<file path="src/rtl/dir_pkg.sv">
// Shared types and helpers for the directory invalidation controller.
// Assumes a small processor count (popcount is an unrolled loop).
package dir_pkg;

    typedef enum logic {
        DIR_IDLE    = 1'b0,
        DIR_COLLECT = 1'b1
    } dir_state_e;

endpackage

</file>
<file path="src/rtl/dir_target_calc.sv">
// Computes the set of caches to invalidate for a write by `wid` and the
// number of acknowledgements that set implies. Purely combinational.
// Assumes `wid` is below N_PROC.
module dir_target_calc #(
    parameter int N_PROC = 4,
    parameter int ID_W   = 2,
    parameter int CNT_W  = 3
) (
    input  logic [N_PROC-1:0] pres,
    input  logic [ID_W-1:0]   wid,
    output logic [N_PROC-1:0] targets,
    output logic [CNT_W-1:0]  count
);
    localparam logic [N_PROC-1:0] ONE = N_PROC'(1);

    // Drop the writer's own bit from the sharer set.
    always_comb targets = pres & ~(ONE << wid);

    // Count the remaining sharers.
    always_comb begin
        count = '0;
        for (int i = 0; i < N_PROC; i++) begin
            count = count + CNT_W'(targets[i]);
        end
    end
endmodule

</file>
<file path="src/rtl/dir_ack_tracker.sv">
// Holds the mask of caches whose acknowledgement is still outstanding.
// A load replaces the mask; otherwise each ack clears its own bit, and
// acks for bits already clear have no effect.
module dir_ack_tracker #(
    parameter int N_PROC = 4
) (
    input  logic              clk,
    input  logic              rst_n,
    input  logic              load,
    input  logic [N_PROC-1:0] load_mask,
    input  logic [N_PROC-1:0] ack,
    output logic [N_PROC-1:0] pending,
    output logic              last_ack
);
    // Outstanding mask register.
    always_ff @(posedge clk) begin
        if (!rst_n)    pending <= '0;
        else if (load) pending <= load_mask;
        else           pending <= pending & ~ack;
    end

    // High when this cycle's acks close the last outstanding bit.
    always_comb last_ack = (|pending) && ((pending & ~ack) == '0);
endmodule

</file>
<file path="src/rtl/dir_inval_ctrl.sv">
// Directory engine for one cache block: full-map presence vector plus an
// exclusive flag. Reads add a sharer; writes invalidate the other sharers
// (invalidate carries the writer ID), reply with the ack count, and grant
// exclusive ownership once all acks have been seen. Requests arriving while
// a round is open are refused via req_busy and must be retried upstream.
module dir_inval_ctrl #(
    parameter  int N_PROC = 4,
    localparam int ID_W   = $clog2(N_PROC),
    localparam int CNT_W  = $clog2(N_PROC + 1)
) (
    input  logic              clk,
    input  logic              rst_n,
    input  logic              req_valid,
    input  logic              req_write,
    input  logic [ID_W-1:0]   req_id,
    output logic              req_busy,
    output logic [N_PROC-1:0] inv_valid,
    output logic [ID_W-1:0]   inv_req_id,
    input  logic [N_PROC-1:0] ack_valid,
    output logic              wr_reply_valid,
    output logic [ID_W-1:0]   wr_reply_id,
    output logic [CNT_W-1:0]  wr_reply_acks,
    output logic              grant_valid,
    output logic [ID_W-1:0]   grant_id,
    output logic [N_PROC-1:0] presence,
    output logic              exclusive
);
    import dir_pkg::*;

    localparam logic [N_PROC-1:0] ONE = N_PROC'(1);

    dir_state_e        state;
    logic [ID_W-1:0]   writer;
    logic [N_PROC-1:0] targets;
    logic [CNT_W-1:0]  count;
    logic [N_PROC-1:0] pending;
    logic              last_ack;
    logic              wr_accept;

    dir_target_calc #(.N_PROC(N_PROC), .ID_W(ID_W), .CNT_W(CNT_W)) u_targets (
        .pres    (presence),
        .wid     (req_id),
        .targets (targets),
        .count   (count)
    );

    dir_ack_tracker #(.N_PROC(N_PROC)) u_acks (
        .clk       (clk),
        .rst_n     (rst_n),
        .load      (wr_accept),
        .load_mask (targets),
        .ack       (ack_valid),
        .pending   (pending),
        .last_ack  (last_ack)
    );

    // Refuse requests while an invalidation round is open.
    always_comb req_busy = (state == DIR_COLLECT);

    // A write is accepted only when the engine is idle.
    always_comb wr_accept = (state == DIR_IDLE) && req_valid && req_write;

    // Directory state, message pulses and the round sequencer.
    always_ff @(posedge clk) begin
        if (!rst_n) begin
            state          <= DIR_IDLE;
            writer         <= '0;
            presence       <= '0;
            exclusive      <= 1'b0;
            inv_valid      <= '0;
            inv_req_id     <= '0;
            wr_reply_valid <= 1'b0;
            wr_reply_id    <= '0;
            wr_reply_acks  <= '0;
            grant_valid    <= 1'b0;
            grant_id       <= '0;
        end else begin
            inv_valid      <= '0;
            wr_reply_valid <= 1'b0;
            grant_valid    <= 1'b0;
            case (state)
                DIR_IDLE: begin
                    if (req_valid && !req_write) begin
                        presence  <= presence | (ONE << req_id);
                        exclusive <= 1'b0;
                    end else if (wr_accept) begin
                        writer         <= req_id;
                        inv_valid      <= targets;
                        inv_req_id     <= req_id;
                        wr_reply_valid <= 1'b1;
                        wr_reply_id    <= req_id;
                        wr_reply_acks  <= count;
                        if (count == '0) begin
                            grant_valid <= 1'b1;
                            grant_id    <= req_id;
                            presence    <= ONE << req_id;
                            exclusive   <= 1'b1;
                        end else begin
                            state <= DIR_COLLECT;
                        end
                    end
                end
                DIR_COLLECT: begin
                    if (last_ack) begin
                        grant_valid <= 1'b1;
                        grant_id    <= writer;
                        presence    <= ONE << writer;
                        exclusive   <= 1'b1;
                        state       <= DIR_IDLE;
                    end
                end
                default: state <= DIR_IDLE;
            endcase
        end
    end
endmodule

</file>
<file path="config.mk">
export PLATFORM = sky130hd
export DESIGN_NAME = dir_inval_ctrl
export DESIGN_NICKNAME = d
export VERILOG_FILES = /design/src/rtl/dir_pkg.sv /design/src/rtl/dir_target_calc.sv /design/src/rtl/dir_ack_tracker.sv /design/src/rtl/dir_inval_ctrl.sv
export SDC_FILE = /design/constraint.sdc
export NUM_CORES = 1
export LEC_CHECK = 0
export CAP_MARGIN = 20
export CORE_ASPECT_RATIO = 0.7
export CORE_MARGIN = 2
export CORE_UTILIZATION = 30
export CTS_CLUSTER_DIAMETER = 40
export DETAILED_ROUTE_END_ITERATION = 16
export GPL_TIMING_DRIVEN = 0
export PLACE_DENSITY = 0.55
export SLEW_MARGIN = 20
export SYNTH_ARGS = -nofsm -noshare
export SYNTH_HDL_FRONTEND = slang
export SYNTH_SLANG_ARGS = --single-unit
</file>
<file path="constraint.sdc">
create_clock -name clk -period 5.6 [get_ports clk]
set_input_delay 1.12 -clock clk [delete_from_list [all_inputs] [get_ports clk]]
set_output_delay 1.12 -clock clk [all_outputs]
set_load 0.01 [all_outputs]
</file>
==> results of run 1 <==
-- stage by stage --
| stage | total power, W | utilization (%) | instance area, um^2 |
|---|---|---|---|
| floorplan | 0.0002243 | - | 1065 |
| global placement | 0.0002598 | 41.16 | 1428 |
| detailed placement | 0.0002612 | 41.16 | 1428 |
| CTS | 0.0003693 | 42.50 | 1474 |
| global route | 0.0003842 | 42.50 | 1474 |
| finish | 0.0003625 | 42.50 | 1474 |
-- cell usage after synthesis (all sizes together) (2+ instances only) --
master,number
nand3b,3
o211ai,2
inv,6
o21ai,8
dfxtp,23
clkbuf,4
a32o,4
mux2i,2
nor2b,2
o22ai,2
o21a,2
ha,2
a21boi,5
nand2,21
and2,3
nand2b,7
o221a,2
buf,2
nand3,2
nor2,10
-- power by group --
part	leakage (nW)	internal [W]	switching [W]
clock network	0.0255	0.0000497	0.0000561
registers	0.187	0.000172	0.00000658
logic	0.351	0.0000395	0.0000387
total	0.564	0.000261	0.000101
-- sequential cells by signal, summed over array words and instances, names as in the netlist --
register	count
grant_valid	1
wr_reply_acks	3
inv_valid	4
u_acks.pending	4
req_busy	1
grant_id	2
exclusive	1
writer	2
presence	4
wr_reply_valid	1
-- worst register-to-register path: stages, from the launching register on --
cell and delay, ps:
dfxtp_1 330, o21ai_0 210, inv_1 90, ha_1 280
inv_1 40, fa_1 350, inv_1 70, ha_1 230
or3b_1 470, o221a_4 310, a32o_1 210
-- per-layer routing --
metal,wire length [um],vias up,GRT usage (%)
met5,0,-,0
met4,0,0,2.339
met3,146,0,5.431
met2,1083,19,20.91
met1,1416,429,21.58
li1,-,481,-
-- worst paths after layout --
kind,from,end,slack [ps],cells after the start
max,req_id[1],presence[3]$_SDFFE_PN0P_,1570,11
min,grant_id[0]$_SDFFE_PN0P_,grant_id[0]$_SDFFE_PN0P_,460,2
max reg2reg,presence[0]$_SDFFE_PN0P_,presence[3]$_SDFFE_PN0P_,2910,10
min reg2reg,grant_id[0]$_SDFFE_PN0P_,grant_id[0]$_SDFFE_PN0P_,460,2
-- cells by family after synthesis --
| group | Yosys count | share of synthesized area, % |
|---|---|---|
| buf+inv | 12 | 4.934 |
| mux | 2 | 1.880 |
| simple gates | 51 | 24.44 |
| fa+ha+maj | 3 | 4.230 |
| flops | 23 | 43.24 |
| compound gates | 28 | 21.27 |
-- final cells by class --
class                   instances  area (um^2)
fillers                       376         1994
multi-input cells              84        551.8
flip-flops and latches         23        460.4
repair buffers                 30        300.3
well taps                      50        62.56
clock buffers                   3        41.29
plain buffers                   6        30.03
inverters                       6        22.52
clock inverters                 1        5.005
==> impl_metrics.ini, run 1 <==
[status]
outcome = complete, no violations

[synth]
ys.warnings.count = 0
synth_top_area_cell = dfxtp_1
synth_edf_count = 0
synth_area_leaders = dfxtp_1 (43%), nand2_1 (7.4%), nand2b_1 (4.1%)
synth_ff_type = dfxtp_1
syn_inst = 119
yosysSeqAreaShare_pct = 43.24
synth_nets = 132
yosysTopAreaCellShare_pct = 43.24
async_flop_share_pct = 0
yosysUniqueCellTypes = 32
syn_area_per_cell_um2 = 8.948
synth_seq_cells = 23
netlist_area_mm2 = 0.001065

[setup_path]
crit_buf_inv = 4
crit_slowest_cell = clkdlybuf4s50_1
crit_required_ps = 5760
crit_family = compound AO/OA/AOI/OAI gates
start_kind = input pin
slowest_delay_ps = 530
path_max_fanout = 7
crit_top_cell = inv_1
crit_chain = clkdlybuf4s50_1, o21ai_0, inv_1, ha_1, inv_1, fa_1, inv_1, ha_1, or3b_1, o221a_4, a32o_1
critPathArrivalTime_ps = 4200
end_kind = flip-flop
critical_path_class = input pin to flip-flop

[global_routing]
grt_pass1_wl_mm = 4.381
grt_pass1_vias = 906
grt.overflow.total = 0
grt_use_total_pct = 14.71
grt_max_degree = 14
antenna_found_initial = 0

[drt]
ant_nets = 0
drtIter0Drc = 33
drc = 0
dr_total_vias = 929
drt_first_pass_iters = 4
viasPerCell = 4.576
drt-wirelength-per-cell_um = 13.03
drt-total-wl_mm = 2.646

[floorplan]
core_area_mm2 = 0.003468
fp.dieW_um = 75.21
initial_core_util_pct = 30.70
boundaryPins = 31
fp.dieArea_mm2 = 0.004049
rows = 18
die_h_um = 53.85

[layout]
n_antenna_cell = 0
instances_no_fill = 203
final_cell_mix = clkdlybuf4s50_1 (30), dfxtp_1 (23), nand2_1 (21)
nNetsFinal = 167
final_common_cell = clkdlybuf4s50_1
synthToLayoutAreaGrowth_pct = 38.43
drive_gt1_share_pct = 8.497

[clocking]
cts_tree = done
cts_buffers = 3
clk_pin_slew_worst_paths_ps = 90
htreeDepth = 1
cts_setup_buffers = 0
max-clock-path-buffers = 2
cts_resized = 0
cts_root_buffer = clkbuf_8
clock_sinks = 23
cts_hold_buf = 0
clk_latency_ps = 270

[placed_design]
numPortBuffers = 30
dp_slack_ps = 1241
dp_hpwl_mm = 1.964
dp.cells = 199
routabilityCongestion = 0.7461

[pwr]
ir_drop_v = 0.0001361
p_per_area_mw_per_mm2 = 245.9
leakage_nw = 0.5636

[sta]
holdWs_ps = 457.6
fin_tns_setup_ps = 0
rsz0062_at_grt = false
finalCritPeriodShare_pct = 72.05
worst_slack_ps = 1565
hold_viol_final = 0
finClkSkew_ps = 1.756
drv_slew = 0
fmax_mhz = 247.8
setup_viol = 0
tightest_slew_ps = 529.1
period_minus_slack_ps = 4035
relSlewSlack_pct = 64.35

[hold_path]
worstHoldPathType = flip-flop to flip-flop

[flow_run]
max_cap_viol_count = 0
Note: power is estimated with default switching activity, not from simulation.
==> inputs of run 2 (changes only) <==
==> constraint.sdc (replaced) <==
create_clock -name clk -period 4 [get_ports clk]
set_input_delay 0.8 -clock clk [delete_from_list [all_inputs] [get_ports clk]]
set_output_delay 0.8 -clock clk [all_outputs]
set_load 0.01 [all_outputs]
==> results of run 2 <==
The final DEF is identical to that of run 1. Status: complete, no violations.
Main changes from that run: setup slack after placement 1241 ps -> -39.30 ps; setup slack after layout 1565 ps -> 285.0 ps; register-to-register setup slack 2910 ps -> 1310 ps; total power 0.0003625 W -> 0.0005075 W; worst IR drop on VDD 0.0001361 V -> 0.0001905 V
